--- src/rtl/frame_link_pkg.sv ---
package frame_link_pkg;

  typedef enum logic [1:0] {
    SRC_HDR0 = 2'd0,
    SRC_HDR1 = 2'd1,
    SRC_PAY  = 2'd2,
    SRC_ZERO = 2'd3
  } byteSrc_e;

  typedef struct packed {
    logic     kick;
    byteSrc_e src;
    logic     latchLocal;
    logic     pollTx;
    logic     capHdr0;
    logic     capHdr1;
    logic     payAdv;
  } dpStrobe_t;

  typedef struct packed {
    logic byteDone;
    logic payLast;
  } dpStatus_t;

  function automatic logic [15:0] padLen(input logic [15:0] n);
    if (n < 16'd6) return 16'd6;
    return ((n + 16'd5) & ~16'd3) - 16'd2;
  endfunction

endpackage

--- src/rtl/frame_link_dp.sv ---
module frame_link_dp
  import frame_link_pkg::*;
#(
  parameter int DIV_HALF = 2,
  parameter int CMD_W    = 5,
  parameter int LEN_W    = 11
) (
  input  logic             clk,
  input  logic             rstN,
  input  dpStrobe_t        strobe,
  output dpStatus_t        status,
  input  logic [CMD_W-1:0] sendCmd,
  input  logic [LEN_W-1:0] sendLen,
  input  logic [7:0]       txData,
  output logic             txPop,
  input  logic             miso,
  output logic             sclk,
  output logic             mosi,
  output logic [7:0]       rxData,
  output logic             rxValid,
  output logic [CMD_W-1:0] rxCmd,
  output logic [LEN_W-1:0] rxLen,
  output logic             rxHdrValid
);

  localparam int TOT_W = LEN_W + 1;
  localparam int HI_W  = LEN_W - 8;
  localparam int DIV_W = (DIV_HALF > 1) ? $clog2(DIV_HALF) : 1;

  logic [CMD_W-1:0] localCmd, curCmd, peerCmd, decCmd;
  logic [LEN_W-1:0] localLen, curLen, peerLen, decLen, maxLen;
  logic [7:0]       hdr0, txByte, payByte, shiftReg;
  logic [TOT_W-1:0] totalLen, payIdx, kickIdx;
  logic             forced, active, sampled, byteDone;
  logic [DIV_W-1:0] divCnt;
  logic [2:0]       bitCnt;

  // local header values, usable in the same cycle they are latched
  assign curCmd = strobe.latchLocal ? (strobe.pollTx ? '0 : sendCmd) : localCmd;
  assign curLen = strobe.latchLocal ? (strobe.pollTx ? '0 : sendLen) : localLen;

  assign kickIdx = strobe.capHdr1 ? '0 : (strobe.payAdv ? payIdx + TOT_W'(1) : payIdx);
  assign payByte = (kickIdx < TOT_W'(localLen)) ? txData : 8'h00;
  assign txPop   = strobe.kick && (strobe.src == SRC_PAY) && (kickIdx < TOT_W'(localLen));

  always_comb begin
    case (strobe.src)
      SRC_HDR0: txByte = {curCmd, curLen[LEN_W-1:8]};
      SRC_HDR1: txByte = localLen[7:0];
      SRC_PAY:  txByte = payByte;
      default:  txByte = 8'h00;
    endcase
  end

  // header decode of the peer's bytes
  assign forced = localCmd[CMD_W-1];
  assign decCmd = forced ? '0 : hdr0[7 -: CMD_W];
  assign decLen = forced ? '0 : {hdr0[HI_W-1:0], shiftReg};
  assign maxLen = (decLen > localLen) ? decLen : localLen;

  always_ff @(posedge clk) begin
    if (!rstN) begin
      localCmd   <= '0;
      localLen   <= '0;
      hdr0       <= '0;
      peerCmd    <= '0;
      peerLen    <= '0;
      totalLen   <= TOT_W'(6);
      payIdx     <= '0;
      rxHdrValid <= 1'b0;
      rxValid    <= 1'b0;
      rxData     <= '0;
    end else begin
      rxHdrValid <= 1'b0;
      rxValid    <= 1'b0;
      if (strobe.latchLocal) begin
        localCmd <= curCmd;
        localLen <= curLen;
      end
      if (strobe.capHdr0) hdr0 <= shiftReg;
      if (strobe.capHdr1) begin
        peerCmd    <= decCmd;
        peerLen    <= decLen;
        totalLen   <= TOT_W'(padLen(16'(maxLen)));
        payIdx     <= '0;
        rxHdrValid <= (decCmd != '0);
      end
      if (strobe.payAdv) begin
        payIdx  <= payIdx + TOT_W'(1);
        rxValid <= (peerCmd != '0) && (payIdx < TOT_W'(peerLen));
        rxData  <= shiftReg;
      end
    end
  end

  // mode-0 byte shifter: drive on falling edge, sample on rising edge
  always_ff @(posedge clk) begin
    if (!rstN) begin
      active   <= 1'b0;
      sclk     <= 1'b0;
      divCnt   <= '0;
      bitCnt   <= '0;
      sampled  <= 1'b0;
      shiftReg <= '0;
      byteDone <= 1'b0;
    end else begin
      byteDone <= 1'b0;
      if (strobe.kick) begin
        shiftReg <= txByte;
        active   <= 1'b1;
        sclk     <= 1'b0;
        divCnt   <= '0;
        bitCnt   <= '0;
      end else if (active) begin
        if (divCnt == DIV_W'(DIV_HALF - 1)) begin
          divCnt <= '0;
          if (!sclk) begin
            sclk    <= 1'b1;
            sampled <= miso;
          end else begin
            sclk     <= 1'b0;
            shiftReg <= {shiftReg[6:0], sampled};
            bitCnt   <= bitCnt + 3'd1;
            if (bitCnt == 3'd7) begin
              active   <= 1'b0;
              byteDone <= 1'b1;
            end
          end
        end else begin
          divCnt <= divCnt + DIV_W'(1);
        end
      end
    end
  end

  assign mosi            = shiftReg[7];
  assign rxCmd           = peerCmd;
  assign rxLen           = peerLen;
  assign status.byteDone = byteDone;
  assign status.payLast  = (payIdx == totalLen - TOT_W'(1));

  p_pad_rule_r4: assert property (@(posedge clk) disable iff (!rstN)
    strobe.capHdr1 |=> (totalLen >= TOT_W'(6)) && (totalLen[1:0] == 2'b10));

  p_covers_both_r3: assert property (@(posedge clk) disable iff (!rstN)
    strobe.capHdr1 |=> (totalLen >= TOT_W'(localLen)) && (totalLen >= TOT_W'(peerLen)));

  p_no_incoming_r11: assert property (@(posedge clk) disable iff (!rstN)
    (strobe.capHdr1 && localCmd[CMD_W-1]) |=> (peerCmd == '0) && (peerLen == '0) && !rxHdrValid);

  p_mosi_steady_r9: assert property (@(posedge clk) disable iff (!rstN)
    (sclk && $past(sclk)) |-> $stable(mosi));

endmodule

--- src/rtl/frame_link_ctrl.sv ---
module frame_link_ctrl
  import frame_link_pkg::*;
(
  input  logic      clk,
  input  logic      rstN,
  input  logic      enable,
  input  logic      ctsIn,
  input  logic      rtsIn,
  input  logic      sendValid,
  output logic      sendAck,
  output dpStrobe_t strobe,
  input  dpStatus_t status,
  output logic      csN,
  output logic      done
);

  typedef enum logic [2:0] {
    ST_IDLE, ST_LINKRST, ST_HDR0, ST_HDR1, ST_PAY, ST_FIN
  } state_e;

  state_e     state, stateNext;
  logic [1:0] ctsSync, rtsSync;
  logic       ctsPrev, rtsPrev, ctsLatched, ctsRise, rtsRise, startNow;

  assign ctsRise = ctsSync[1] && !ctsPrev;
  assign rtsRise = rtsSync[1] && !rtsPrev;

  always_comb begin
    stateNext = state;
    strobe    = '0;
    sendAck   = 1'b0;
    case (state)
      ST_IDLE: begin
        if (enable && ctsLatched) begin
          if (rtsRise) begin
            strobe.kick = 1'b1;
            strobe.src  = SRC_ZERO;
            stateNext   = ST_LINKRST;
          end else if (sendValid) begin
            strobe.latchLocal = 1'b1;
            strobe.kick       = 1'b1;
            strobe.src        = SRC_HDR0;
            sendAck           = 1'b1;
            stateNext         = ST_HDR0;
          end else if (rtsSync[1]) begin
            strobe.latchLocal = 1'b1;
            strobe.pollTx     = 1'b1;
            strobe.kick       = 1'b1;
            strobe.src        = SRC_HDR0;
            stateNext         = ST_HDR0;
          end
        end
      end
      ST_LINKRST: if (status.byteDone) stateNext = ST_FIN;
      ST_HDR0: begin
        if (status.byteDone) begin
          strobe.capHdr0 = 1'b1;
          strobe.kick    = 1'b1;
          strobe.src     = SRC_HDR1;
          stateNext      = ST_HDR1;
        end
      end
      ST_HDR1: begin
        if (status.byteDone) begin
          strobe.capHdr1 = 1'b1;
          strobe.kick    = 1'b1;
          strobe.src     = SRC_PAY;
          stateNext      = ST_PAY;
        end
      end
      ST_PAY: begin
        if (status.byteDone) begin
          strobe.payAdv = 1'b1;
          if (status.payLast) begin
            stateNext = ST_FIN;
          end else begin
            strobe.kick = 1'b1;
            strobe.src  = SRC_PAY;
          end
        end
      end
      default: stateNext = ST_IDLE;
    endcase
  end

  assign startNow = (state == ST_IDLE) && (stateNext != ST_IDLE);

  always_ff @(posedge clk) begin
    if (!rstN) begin
      state      <= ST_IDLE;
      ctsSync    <= '0;
      rtsSync    <= '0;
      ctsPrev    <= 1'b0;
      rtsPrev    <= 1'b0;
      ctsLatched <= 1'b0;
    end else begin
      state   <= stateNext;
      ctsSync <= {ctsSync[0], ctsIn};
      rtsSync <= {rtsSync[0], rtsIn};
      ctsPrev <= ctsSync[1];
      rtsPrev <= rtsSync[1];
      if (ctsRise)       ctsLatched <= 1'b1;
      else if (startNow) ctsLatched <= 1'b0;
    end
  end

  assign csN  = (state == ST_IDLE) || (state == ST_FIN);
  assign done = (state == ST_FIN);

  p_start_gated_r6: assert property (@(posedge clk) disable iff (!rstN)
    $fell(csN) |-> $past(enable) && $past(ctsLatched));

  p_cts_consumed_r6: assert property (@(posedge clk) disable iff (!rstN)
    ($fell(csN) && !$past(ctsRise)) |-> !ctsLatched);

  p_done_on_release_r5: assert property (@(posedge clk) disable iff (!rstN)
    done |-> csN && !$past(csN));

endmodule

--- src/rtl/frame_link_master.sv ---
module frame_link_master
  import frame_link_pkg::*;
#(
  parameter int DIV_HALF = 2,
  parameter int CMD_W    = 5,
  parameter int LEN_W    = 11
) (
  input  logic             clk,
  input  logic             rstN,
  input  logic             enable,
  input  logic             ctsIn,
  input  logic             rtsIn,
  input  logic             sendValid,
  input  logic [CMD_W-1:0] sendCmd,
  input  logic [LEN_W-1:0] sendLen,
  output logic             sendAck,
  input  logic [7:0]       txData,
  output logic             txPop,
  output logic [CMD_W-1:0] rxCmd,
  output logic [LEN_W-1:0] rxLen,
  output logic             rxHdrValid,
  output logic [7:0]       rxData,
  output logic             rxValid,
  output logic             done,
  output logic             sclk,
  output logic             mosi,
  input  logic             miso,
  output logic             csN
);

  dpStrobe_t strobe;
  dpStatus_t status;

  frame_link_ctrl u_ctrl (
    .clk       (clk),
    .rstN      (rstN),
    .enable    (enable),
    .ctsIn     (ctsIn),
    .rtsIn     (rtsIn),
    .sendValid (sendValid),
    .sendAck   (sendAck),
    .strobe    (strobe),
    .status    (status),
    .csN       (csN),
    .done      (done)
  );

  frame_link_dp #(
    .DIV_HALF (DIV_HALF),
    .CMD_W    (CMD_W),
    .LEN_W    (LEN_W)
  ) u_dp (
    .clk        (clk),
    .rstN       (rstN),
    .strobe     (strobe),
    .status     (status),
    .sendCmd    (sendCmd),
    .sendLen    (sendLen),
    .txData     (txData),
    .txPop      (txPop),
    .miso       (miso),
    .sclk       (sclk),
    .mosi       (mosi),
    .rxData     (rxData),
    .rxValid    (rxValid),
    .rxCmd      (rxCmd),
    .rxLen      (rxLen),
    .rxHdrValid (rxHdrValid)
  );

  p_sclk_idle_r9: assert property (@(posedge clk) disable iff (!rstN)
    csN |-> !sclk);

  p_zero_cmd_quiet_r8: assert property (@(posedge clk) disable iff (!rstN)
    rxHdrValid |-> (rxCmd != '0));

endmodule

--- config.mk ---
export PLATFORM = sky130hd
export DESIGN_NAME = frame_link_master
export DESIGN_NICKNAME = d
export VERILOG_FILES = /design/src/rtl/frame_link_pkg.sv /design/src/rtl/frame_link_dp.sv /design/src/rtl/frame_link_ctrl.sv /design/src/rtl/frame_link_master.sv
export SDC_FILE = /design/constraint.sdc
export NUM_CORES = 1
export LEC_CHECK = 0
export ABC_AREA = 1
export BUFFER_PORTS_ARGS = -buffer_cell sky130_fd_sc_hd__clkbuf_2
export CORE_UTILIZATION = 50
export CTS_BUF_LIST = sky130_fd_sc_hd__clkbuf_8
export DETAILED_ROUTE_END_ITERATION = 10
export GPL_ROUTABILITY_DRIVEN = 0
export PLACE_DENSITY_LB_ADDON = 0.3
export RECOVER_POWER = 25
export SLEW_MARGIN = 0
export SYNTH_ARGS = -nofsm -noshare
export SYNTH_HDL_FRONTEND = slang
export SYNTH_HIERARCHICAL = 1
export SYNTH_SLANG_ARGS = --single-unit
--- constraint.sdc ---
create_clock -name clk -period 5.2 [get_ports clk]
set_input_delay 0.78 -clock clk [delete_from_list [all_inputs] [get_ports clk]]
set_output_delay 0.78 -clock clk [all_outputs]
set_load 0.01 [all_outputs]
---- Word level (Yosys, flattened, before mapping) ----
Index checks and enable logic that the tools add are counted.
storage, ports and cells
  register bits ........................... 100
  input bits .............................. 31
  output and inout bits ................... 32
operators by class
  add/subtract/negate cells ............... 6
  magnitude comparators ................... 4
  equal/unequal tests ..................... 9
  muxes and demuxes ....................... 62
  bitwise gates (word level) .............. 5
  reduce and logical (&&, ||, !) cells .... 28
operators with widths
  cell                                                 count
  2-to-1 mux 12 bit                                    6
  2-to-1 mux 11 bit                                    4
  2-to-1 mux 3 bit                                     14
  2-to-1 mux 8 bit                                     5
  2-to-1 mux 5 bit                                     5
  < comparator 12 x 11 -> 1 bit                        2
  one-hot mux 8 bit (3 select lines)                   1
  2-to-1 mux 1 bit                                     22
  one-hot mux 3 bit (5 select lines)                   1
  adder 11 x 3 -> 12 bit, second input constant        1
  adder 12 x 1 -> 12 bit, second input constant        1
  equality test 12 bit                                 1
  one-hot mux 3 bit (4 select lines)                   1
  subtractor 12 x 1 -> 12 bit, second input constant   1
  subtractor 12 x 2 -> 12 bit, second input constant   1
  > comparator 11 bit                                  1
  < comparator 11 x 3 -> 1 bit, second input constant  1
  nonzero test 2 bit                                   5
  nonzero test 5 bit                                   2
  equality test 3 bit, second input constant           3
  logical AND 1 bit                                    7
  equality test 3 x 2 -> 1 bit, second input constant  2
  AND reduction 2 bit                                  3
  AND reduction 3 bit                                  2
  other kinds (16)                                     22

---- Longest topological paths before layout ----
Gate-level depths: netlist of the first run.
  word-level depth ........................ 9
  depth in mapped cells ................... 28
  depth with buffers taken out ............ 26

---- Modules after synthesis ----
The synthesis of the first run kept the hierarchy.
modules (own cells, without submodules)
  module           instances  cells an instance  area an instance (µm²)  sequential area each (µm²)
  frame_link_dp    1          753                5226.3                  1761.7
  frame_link_ctrl  1          79                 523.0                   200.2

---- Least setup slack after synthesis of the first run ----
Ideal clock, no wire load.
  path type ............................... register to output
  start point ............................. register u_ctrl.state[2]
  end point ............................... output txPop
  data arrival time ....................... 2806 ps
  setup slack ............................. 1614 ps
  stages on the path, launching flop included .. 20
  buffers on the path ..................... 2
  cells stage by stage .................... dfxtp_1 -> inv_2 -> nor2_4 -> inv_2 -> nor2_4 -> clkbuf_1 -> nor2_1 -> clkbuf_1 -> a22oi_1 -> nor2_1 -> ha_1 -> a21oi_1 -> nor2_1 -> a211oi_1 -> o21ai_0 -> nand3_1 -> nand2_1 -> nand2_1 -> nand2_1 -> nor4_1
RTL lines
  item                      line                     RTL
  start: declaration        frame_link_ctrl.sv:21    state_e state, stateNext;
  start signal: assignment  frame_link_ctrl.sv:97    state <= stateNext;
  end: declaration          frame_link_master.sv:18  output logic txPop,

==> results.md, run 1 <==
- Run status: finished, violations left
- Failing checks: max-capacitance violations, max-slew violations
- Post-synth EDFFs: 0
- Global-route wire length before repair: 24900 um
- Pwr Density: 225 mW/mm^2
- Fraction of registers with async set/reset: 0%
- Initial core utilization: 52.1%
- Seq/Total Area, Yosys: 34.1%
- Die H: 109 um
- CTS hold repair buffers: 0
- GRT Util Overall: 27.5%
- Mapped Cells: 832
- Fin Setup TNS: 0 ps
- Syn_area_per_cell: 6.91 sq um
- Initial antenna violation count: 0
- Vias after detailed routing: 5503
- Post-Route Utilization: 57.0%
- Vias/cell: 5.38
- Ports: 63
- Crit. End Element: output port
- Vias in the first global route: 5080
- Most frequent cells in the layout: nand2_1 (120), nor2_1 (113), inv_1 (108)
- PortBufs: 62
- WL final: 15400 um
- Worst EP arrival: 3850 ps
- Synth-to-layout area growth: 9.29%
- WHS: 424 ps
- Dpl hpwl: 11700 um
- Critical Path, Cell by Cell: inv_2 > nor2_4 > inv_2 > nor2_4 > buf_4 > nor2_1 > inv_1 > o22ai_1 > inv_1 > nor2_1 > ha_1 > nand2_1 > nor2_1 > a211oi_1 > o21ai_0 > nand3_1 > nand2_1 > nand2_1 > nand2_1 > nor4_1 > clkbuf_2
- Most common cell after layout, fill and taps aside: nand2_1
- Starting DRT DRC Count: 525
- Critical path class: reg2out
- WL/cell: 15.1 um
- Final net count: 945
- Postcts setup bufs: 0
- Synth Net Count: 899
- Fmax: 0.216 GHz
- Count of final max-slew check failures: 52
- Period utilization: 89.0%
- CTS max path bufs: 2
- Worst reg2reg path startpoint: u_ctrl/state[2]$_SDFF_PN0_
- Rows: 38
- Synth unique cells: 47
- Post-route ant nets: 0
- Synthesis Warnings: 6
- GRT overflow: 0
- Hold Path Class: reg2reg
- Root Driver: clkbuf_8
- CP most frequent cell: nand2_1
- Post-Syn Area: 0.00575 sq mm
- Synth Flop Type: dfxtp_1
- Critical Path RT: 4420 ps
- CP Max Fanout: 19
- CTS resizes: 0
- Htree depth: 3
- Area after DPL: 0.00613 sq mm
- Max cap viols: 1
- Final hold violations: 0
- Pre-antenna DRT Iters: 5
- Die footprint: 0.0119 sq mm
- CTS tree: done
- Worst Slack Setup Final: 574 ps
- Worst slew pin tran: 1950 ps
- Die Span X: 109 um
- Worst Skew: 8.75 ps
- P_leak: 2.94 nW
- Pwr Total: 1.41 mW
- DRC: 0
- RSZ-0062 raised after global routing: false
- Crit path from: u_ctrl/state[2]$_SDFF_PN0_
- Pre-CTS WS: 1130 ps
- Synth Register Bits: 98
- Worst skew pair latency: 370 ps
- RR Endpoint: u_dp/shiftReg[3]$_SDFFE_PN0P_
- Inserted Clock Buffers: 9
- Worst ir drop on vdd: 0.000183 V
- Sink Count: 98
- Worst-path clk slew: 100 ps
- Layout Cell Area excl Fill: 0.00628 sq mm
- Fillers: 1100
- Diode count: 0
- Startpoint class of the critical path: flop
- Final Non-Filler Cells: 1023
- Layout cell share with drive strength beyond 1: 13.9%
- Worst setup endpoint: txPop
- Critical path's slowest cell: nor2_1
- Max incr delay on CP: 560 ps
- # setup viols final: 0
- Worst slew margin: -30.3%
- Final min period: 4630 ps
- FF-to-FF path depth: 24
- Largest net degree at the start of global routing: 52
- R2R Setup Slk: 1450 ps
- Placed Cells: 1007
- Core ar.: 0.0110 sq mm
==> power by group <==
part	leakage, nW	total [mW]	switching (mW)	internal, mW
combinational	2.05	0.182	0.124	0.0585
clock	0.102	0.470	0.268	0.202
sequential	0.791	0.762	0.00557	0.757
==> worst max-delay path: cells and delay by family (launching register included) <==
kind | cells | cell delay (ps)
buffers and inverters | 6 | 850
adder cells (fa/ha/maj) | 1 | 270
AO/OA/AOI/OAI | 3 | 520
AND/OR/NAND/NOR | 11 | 1430
flip-flops | 1 | 420
==> metal layers <==
metal,vias to the layer above,track usage (%),wire length [um]
li1,2824,-,-
met1,2503,37.3,7290
met2,150,44.7,7050
met3,26,4.36,799
met4,0,8.19,292
met5,-,0,0
==> sequential cells by signal, indices dropped and copies added, names as in the netlist, 3 cells and up <==
signal and count:
u_ctrl/state 3, u_dp/bitCnt 3, u_dp/hdr0 8, u_dp/localCmd 5, u_dp/localLen 11, u_dp/payIdx 12, u_dp/rxCmd 5, u_dp/rxData 8
u_dp/rxLen 11, u_dp/shiftReg 8, u_dp/totalLen 10
==> cells by family (layout without fill, tap and decap cells) <==
family,after synthesis,count (layout),synth area share (%)
simple gates,355,355,29.0
compound gates,188,188,17.9
buf+inv,148,199,10.0
flops,98,98,34.1
fa+ha+maj,36,36,7.83
xor+xnor,7,7,1.07
==> layout make-up <==
type / count / area [sq um] / area share (%)
multi-input combinational: 586 / 3210 / 51.1
sequential: 98 / 1960 / 31.2
inverter: 117 / 439 / 6.99
timing repair buffer: 66 / 310 / 4.94
tap: 140 / 175 / 2.79
clock buffer: 11 / 151 / 2.41
clock inverter: 5 / 35.0 / 0.558
==> synth_stat cells, types with 3 or more instances <==
cell / instances / area (sq um)
inv_1: 107 / 402
a211oi_1: 5 / 37.5
ha_1: 36 / 450
o22ai_1: 5 / 31.3
nand3_1: 51 / 255
or2_2: 9 / 56.3
nand2_2: 14 / 87.6
o21ai_0: 91 / 455
xor2_1: 7 / 61.3
nor3_1: 7 / 35.0
a21oi_1: 62 / 310
a32oi_1: 4 / 35.0
nor4_1: 4 / 25.0
nand2_1: 120 / 450
clkbuf_1: 25 / 93.8
nand4_1: 6 / 37.5
o21ai_1: 3 / 15.0
nor2_2: 7 / 43.8
inv_2: 10 / 37.5
nor2_1: 113 / 424
o21a_1: 3 / 22.5
nand3_2: 5 / 50.1
dfxtp_1: 98 / 1960
nand2_4: 4 / 45.0
nor2_4: 6 / 67.6
==> worst min path at each step <==
stage / from / endpoint / slack [ps] / cells after the start
final: u_ctrl/ctsSync[0]$_SDFF_PN0_ / u_ctrl/ctsSync[1]$_SDFF_PN0_ / 420 / 2
after global routing: u_ctrl/rtsSync[0]$_SDFF_PN0_ / u_ctrl/rtsSync[1]$_SDFF_PN0_ / 450 / 2
after CTS: u_ctrl/ctsSync[0]$_SDFF_PN0_ / u_ctrl/ctsSync[1]$_SDFF_PN0_ / 430 / 2
after detailed placement: u_ctrl/ctsSync[0]$_SDFF_PN0_ / u_ctrl/ctsSync[1]$_SDFF_PN0_ / 400 / 2
after global placement: u_ctrl/ctsSync[0]$_SDFF_PN0_ / u_ctrl/ctsSync[1]$_SDFF_PN0_ / 400 / 2
after floorplan: u_ctrl/ctsSync[0]$_SDFF_PN0_ / u_ctrl/ctsSync[1]$_SDFF_PN0_ / 390 / 2
(Power assumes the default switching activity.)
==> inputs of run 2 (changes only) <==
--- a/config.mk
+++ b/config.mk
@@ -8,11 +8,10 @@
 export ABC_AREA = 1
 export BUFFER_PORTS_ARGS = -buffer_cell sky130_fd_sc_hd__clkbuf_2
 export CORE_UTILIZATION = 50
-export CTS_BUF_LIST = sky130_fd_sc_hd__clkbuf_8
 export DETAILED_ROUTE_END_ITERATION = 10
 export GPL_ROUTABILITY_DRIVEN = 0
 export PLACE_DENSITY_LB_ADDON = 0.3
-export RECOVER_POWER = 25
+export RECOVER_POWER = 50
 export SLEW_MARGIN = 0
 export SYNTH_ARGS = -nofsm -noshare
 export SYNTH_HDL_FRONTEND = slang
==> run 2 against run 1 <==
Register-to-register slack is essentially flat. Fmax grew 0.44%. The flow still finishes with violations (max-capacitance violations, max-slew violations). Cell count is the same. Worst setup slack gained 20 ps. Global-route usage shrank 0.14 points. Core utilization grew 0.84 points. Routed wire length shrank 0.19%. Combinational power is essentially flat. Clock-buffer cell count grew 1.
==> results.md, run 2 (synthesis results as in run 1) <==
- Worst slew margin: -27.3% (+3.0 points)
- Critical Path RT: 4420 ps (about the same)
- Postcts setup bufs: 0 (unchanged)
- Max FFs per register: 12 (unchanged)
- Final Non-Filler Cells: 1023 (unchanged)
- CTS tree: done
- FF-to-FF path depth: 24 (unchanged)
- GRT overflow: 0 (unchanged)
- Dpl hpwl: 11700 um (unchanged)
- Initial core utilization: 52.1% (unchanged)
- Most common cell after layout, fill and taps aside: nand2_1
- P_leak: 2.96 nW (+0.61%)
- Hold Path Class: reg2reg
- Count of final max-slew check failures: 52 (unchanged)
- Fmax: 0.217 GHz (+0.44%)
- Crit. End Element: output port
- CP most frequent cell: nand2_1
- Final min period: 4610 ps (-20.2 ps)
- Die footprint: 0.0119 sq mm (unchanged)
- Most frequent cells in the layout: nand2_1 (120), nor2_1 (113), inv_1 (107)
- Final net count: 945 (unchanged)
- Critical path's slowest cell: nor2_1
- WL final: 15400 um (-0.19%)
- Vias in the first global route: 5073 (-0.14%)
- Hold path depth: 2 (unchanged)
- Hold Path Sink: u_ctrl/ctsSync[1]$_SDFF_PN0_
- CP Max Fanout: 19 (unchanged)
- Startpoint class of the critical path: flop
- R2R Setup Slk: 1440 ps (about the same)
- Layout Cell Area excl Fill: 0.00638 sq mm (+1.5%)
- Area of the multi-input gates: 0.00321 sq mm (unchanged)
- Root Driver: clkbuf_16
- RR Endpoint: u_dp/shiftReg[3]$_SDFFE_PN0P_
- WHS: 418 ps (-5.83 ps)
- Crit path from: u_ctrl/state[2]$_SDFF_PN0_
- Synth-to-layout area growth: 10.9%
- Global-route wire length before repair: 24800 um (-0.44%)
- Critical Path, Cell by Cell: inv_2 > nor2_4 > inv_2 > nor2_4 > buf_4 > nor2_1 > inv_1 > o22ai_1 > inv_1 > nor2_1 > ha_1 > nand2_1 > nor2_1 > a211oi_1 > o21ai_0 > nand3_1 > nand2_1 > nand2_1 > nand2_1 > nor4_1 > clkbuf_2
- Area after DPL: 0.00613 sq mm (unchanged)
- Core ar.: 0.0110 sq mm (unchanged)
- Diode count: 0 (unchanged)
- Worst reg2reg path startpoint: u_ctrl/state[2]$_SDFF_PN0_
- Period utilization: 88.6% (-0.39 points)
- Worst EP arrival: 3830 ps (-20 ps)
- Fillers: 1089 (-1.0%)
- Max incr delay on CP: 570 ps (about the same)
- Failing checks: max-capacitance violations, max-slew violations
- Sink Count: 98 (unchanged)
- # setup viols final: 0 (unchanged)
- Inserted Clock Buffers: 9 (unchanged)
- Placed Cells: 1007 (unchanged)
- Run status: finished, violations left
- DRC: 0 (unchanged)
- Pre-antenna DRT Iters: 5 (unchanged)
- Reg area: 0.00196 sq mm (unchanged)
- Die Span X: 109 um (unchanged)
- Worst-path clk slew: 70 ps (-30 ps)
- GRT Util Overall: 27.3% (-0.14 points)
- CTS hold repair buffers: 0 (unchanged)
- Worst Skew: 8.63 ps (-0.113 ps)
- Max cap viols: 1 (unchanged)
- Worst skew pair latency: 350 ps (-20 ps)
- Pwr Total: 1.59 mW (+12%)
- Vias after detailed routing: 5494 (-0.16%)
- Starting DRT DRC Count: 391 (-26%)
- Hold Crit Start: u_ctrl/ctsSync[0]$_SDFF_PN0_
- Worst ir drop on vdd: 0.000173 V (-5.3%)
- Rows: 38 (unchanged)
- WL/cell: 15.1 um (-0.19%)
- Largest net degree at the start of global routing: 52 (unchanged)
- Die H: 109 um (unchanged)
- CTS resizes: 0 (unchanged)
- RSZ-0062 raised after global routing: false
- CTS max path bufs: 2 (unchanged)
- Most flops, register: u_dp/payIdx
- Worst slew pin tran: 1910 ps (-44.7 ps)
- Post-route ant nets: 0 (unchanged)
- Layout cell share with drive strength beyond 1: 13.1% (-0.79 points)
- Final hold violations: 0 (unchanged)
- Critical path class: reg2out
- Ports: 63 (unchanged)
- Pwr Density: 249 mW/mm^2 (+11%)
- Htree depth: 3 (unchanged)
- Initial antenna violation count: 0 (unchanged)
- Fin Setup TNS: 0 ps (unchanged)
- PortBufs: 62 (unchanged)
- Vias/cell: 5.37 (-0.16%)
-- run 2: cell types whose count changed in the layout (fill, tap and decap cells not counted), sizes merged --
cell    previous run  this run
inv              120       119
clkbuf            74        75
-- run 2: worst max-delay path, delay by kind of cell, from the launching register on --
| family | cells | cell delay, ps |
|---|---|---|
| adders and majority gates | 1 | 270 |
| buffers and inverters | 6 | 850 |
| and+or+nand+nor | 11 | 1430 |
| AOI/OAI and AO/OA | 3 | 520 |
| DFF | 1 | 410 |
-- run 2: worst max-delay path by stage --
stage          endpoint  slack, ps
2_1_floorplan     txPop       1610
3_3_place_gp      txPop       1260
3_5_place_dp      txPop       1130
4_1_cts           txPop        740
5_1_grt           txPop        330
6_report          txPop        590
-- run 2: metrics by stage --
step / setup slack (ps) / utilization (%)
2_1_floorplan: 1610 / -
4_1_cts: 737 / 58.2
3_3_place_gp: 1260 / 55.5
6_report: 594 / 57.8
3_5_place_dp: 1130 / 55.5
5_1_grt: 335 / 57.8
-- run 2: report_power, final --
part           internal (mW)  leakage (nW)  switching [mW]
sequential             0.757         0.791         0.00554
combinational         0.0584          2.02           0.123
clock                  0.354         0.144           0.291
-- run 2: cell type report --
cell class	instances	area share (%)
clock buffers	12	4.02
clock inverters	4	0.491
inverters	117	6.89
multi-input cells	586	50.4
flip-flops and latches	98	30.8
well taps	140	2.75
repair buffers	66	4.73
-- run 2: metal layers --
metal	global-route usage, %	part of all wire, %	routed length [um]	vias to the layer above
li1	-	-	-	2814
met2	44.6	46	7070	153
met5	0	0	0	-
met1	37.1	46	7140	2501
met3	4.36	5.8	889	26
met4	8.00	2.0	303	0
==> inputs of run 3 (changes only) <==
--- a/config.mk
+++ b/config.mk
@@ -8,8 +8,10 @@
 export ABC_AREA = 1
 export BUFFER_PORTS_ARGS = -buffer_cell sky130_fd_sc_hd__clkbuf_2
 export CORE_UTILIZATION = 50
+export CTS_CLUSTER_DIAMETER = 40
 export DETAILED_ROUTE_END_ITERATION = 10
 export GPL_ROUTABILITY_DRIVEN = 0
+export GPL_TIMING_DRIVEN = 0
 export PLACE_DENSITY_LB_ADDON = 0.3
 export RECOVER_POWER = 50
 export SLEW_MARGIN = 0
==> run 3 against run 2 <==
The run now ends clean. Final area up 1.7%. Worst setup slack got worse by 130 ps. Die area stayed put. First-iteration DRC count up 14%. Via count increased by 3.1%. Global-route usage grew 1.1 points. Sequential share of layout area down 0.53 points. Non-clock buffer count increased by 27. Critical path depth did not move. Largest cell class unchanged.
==> results.md, run 3 (synthesis results as in run 1) <==
- Run status: completed
- Worst Slack Setup Final: 461 ps (-133 ps)
- Critical path's slowest cell: dfxtp_1
- Most common cell after layout, fill and taps aside: nand2_1
- Met1 Use GR: 37.2% (+0.14 points)
- M3 GR Usage: 5.56% (+1.2 points)
- Fillers: 1068 (-1.9%)
- Max incr delay on CP: 490 ps (-80 ps)
- Die H: 109 um (unchanged)
- Die footprint: 0.0119 sq mm (unchanged)
- Max cap viols: 0 (-1)
- Clock Power Share: 41.5% (+0.9 points)
- Pre-CTS WS: 902 ps (-225 ps)
- CP Max Fanout: 10 (-9)
- Vias in the first global route: 5171 (+1.9%)
- Final min period: 4740 ps (+133 ps)
- Final net count: 972 (+2.9%)
- Global-route wire length before repair: 25500 um (+2.8%)
- GRT Util Overall: 28.4% (+1.1 points)
- Worst slew margin: 10.3% (+38 points)
- Ports: 63 (unchanged)
- Layout cell share with drive strength beyond 1: 12.2% (-0.94 points)
- Critical path class: reg2out
- Largest net degree at the start of global routing: 17 (-67%)
- Worst Skew: 5.60 ps (-3.03 ps)
- Starting DRT DRC Count: 446 (+14%)
- Worst EP arrival: 3960 ps (+130 ps)
- Internal Pwr Total: 1.21 mW (+3.6%)
- GRT Max-Usage Layer: met2
- GR Util met2: 45.5% (+0.90 points)
- Sw frac: 26.3% (-0.094 points)
- Htree depth: 3 (unchanged)
- Area after DPL: 0.00623 sq mm (+1.8%)
- Pre-antenna DRT Iters: 6 (+1)
- Period utilization: 91.1% (+2.6 points)
- Worst skew pair latency: 350 ps (about the same)
- GRT overflow: 0 (unchanged)
- Max FFs per register: 12 (unchanged)
- Startpoint class of the critical path: flop
- Pwr Total: 1.64 mW (+3.5%)
- Initial core utilization: 52.1% (unchanged)
- CTS tree: done
- Post-route ant nets: 0 (unchanged)
- CTS resizes: 0 (unchanged)
- Rows: 38 (unchanged)
- Most frequent cells in the layout: nand2_1 (121), nor2_1 (114), inv_1 (109)
- Pwr Density: 253 mW/mm^2 (+1.7%)
- # setup viols final: 0 (unchanged)
- Core ar.: 0.0110 sq mm (unchanged)
- Seq pwr share: 46.4% (-1.6 points)
- Die Span X: 109 um (unchanged)
- Vias/cell: 5.39 (+0.41%)
- Fmax: 0.211 GHz (-2.8%)
- Sink Count: 98 (unchanged)
- Crit. End Element: output port
- Area of the multi-input gates: 0.00320 sq mm (-0.31%)
- Critical Path, Cell by Cell: inv_1 > nor2_4 > inv_2 > nor2_4 > clkbuf_1 > inv_1 > clkbuf_1 > nor2_1 > a21oi_1 > nor2_1 > ha_1 > a21oi_1 > nor2_1 > a211oi_1 > o21ai_0 > nand3_1 > nand2_1 > nand2_1 > nand2_1 > nor4_1 > clkbuf_2
- Most flops, register: u_dp/payIdx
- CTS hold repair buffers: 0 (unchanged)
- DRC: 0 (unchanged)
- Hold Path Class: reg2reg
- Inserted Clock Buffers: 9 (unchanged)
- Postcts setup bufs: 0 (unchanged)
- Final hold violations: 0 (unchanged)
- Worst slew pin tran: 1340 ps (-573 ps)
- CTS max path bufs: 2 (unchanged)
- Critical Path RT: 4420 ps (about the same)
- Layout Cell Area excl Fill: 0.00649 sq mm (+1.7%)
- Dpl hpwl: 12300 um (+4.9%)
- RSZ-0062 raised after global routing: false
- PortBufs: 62 (unchanged)
- Reg area: 0.00196 sq mm (unchanged)
- WL final: 15700 um (+2.3%)
- Sw Pwr: 0.432 mW (+3.1%)
- Diode count: 0 (unchanged)
- Post-Route Utilization: 58.8% (+1.0 points)
- R2R Setup Slk: 1230 ps (-210 ps)
- Comb pwr share: 12.1% (+0.7 points)
- P_leak: 2.99 nW (+1.1%)
- Vias after detailed routing: 5662 (+3.1%)
- Root Driver: clkbuf_16
- Worst ir drop on vdd: 0.000307 V (+77%)
- Synth-to-layout area growth: 12.8%
- Fin Setup TNS: 0 ps (unchanged)
- Worst-path clk slew: 70 ps (about the same)
- WL/cell: 15.0 um (-0.37%)
- Initial antenna violation count: 0 (unchanged)
- Count of final max-slew check failures: 0 (-100%)
[run 3: cell types whose count changed in the layout (fill, tap and decap cells not counted), sizes merged]
| cell | previous run | this run |
|---|---|---|
| clkinvlp | 0 | 1 |
| bufinv | 0 | 1 |
| buf | 3 | 4 |
| clkinv | 2 | 3 |
| inv | 119 | 118 |
| clkbuf | 75 | 99 |
[run 3: routing by layer]
layer,vias to the layer above,part of all wire [%],wire (um)
li1,2874,-,-
met1,2576,46,7270
met2,173,45,7050
met3,39,5.7,900
met4,0,3.3,524
met5,-,0,0
[run 3: final timing paths]
check | start | endpoint | depth (start not counted)
hold / removal | u_ctrl/rtsSync[0]$_SDFF_PN0_ | u_ctrl/rtsSync[1]$_SDFF_PN0_ | 2
hold reg to reg | u_ctrl/rtsSync[0]$_SDFF_PN0_ | u_ctrl/rtsSync[1]$_SDFF_PN0_ | 2
setup reg to reg | u_ctrl/state[2]$_SDFF_PN0_ | u_dp/shiftReg[6]$_SDFFE_PN0P_ | 24
setup / recovery | u_ctrl/state[2]$_SDFF_PN0_ | txPop | 21
[run 3: metrics by stage]
| step | hold slack (ps) | cells |
|---|---|---|
| floorplan | 390 | 832 |
| global placement | 398 | 1034 |
| detailed placement | 396 | 1034 |
| CTS | 410 | 1050 |
| global route | 432 | 1050 |
| finish | 413 | 1050 |
[run 3: critical path, delay by kind of cell, from the launching register on]
family | cells | cell delay, ps
flops | 1 | 490
simple gates | 10 | 1100
fa+ha+maj | 1 | 260
compound gates | 4 | 590
buf+inv | 6 | 1190
[run 3: area by class of cell]
class,instances,share of cell area (%)
Multi-Input combinational cell,586,49.3
Clock inverter,6,1.00
Inverter,117,6.77
Buffer,31,2.04
Timing Repair Buffer,62,4.22
Sequential cell,98,30.2
Clock buffer,10,3.68
Tap cell,140,2.70
[run 3: power by group through the flow]
stage               clock network (mW)  logic, mW  registers (mW)
floorplan                            0      0.144           0.778
global placement                     0      0.194           0.780
detailed placement                   0      0.195           0.780
CTS                              0.691      0.198           0.763
global route                     0.720      0.220           0.763
finish                           0.682      0.199           0.763
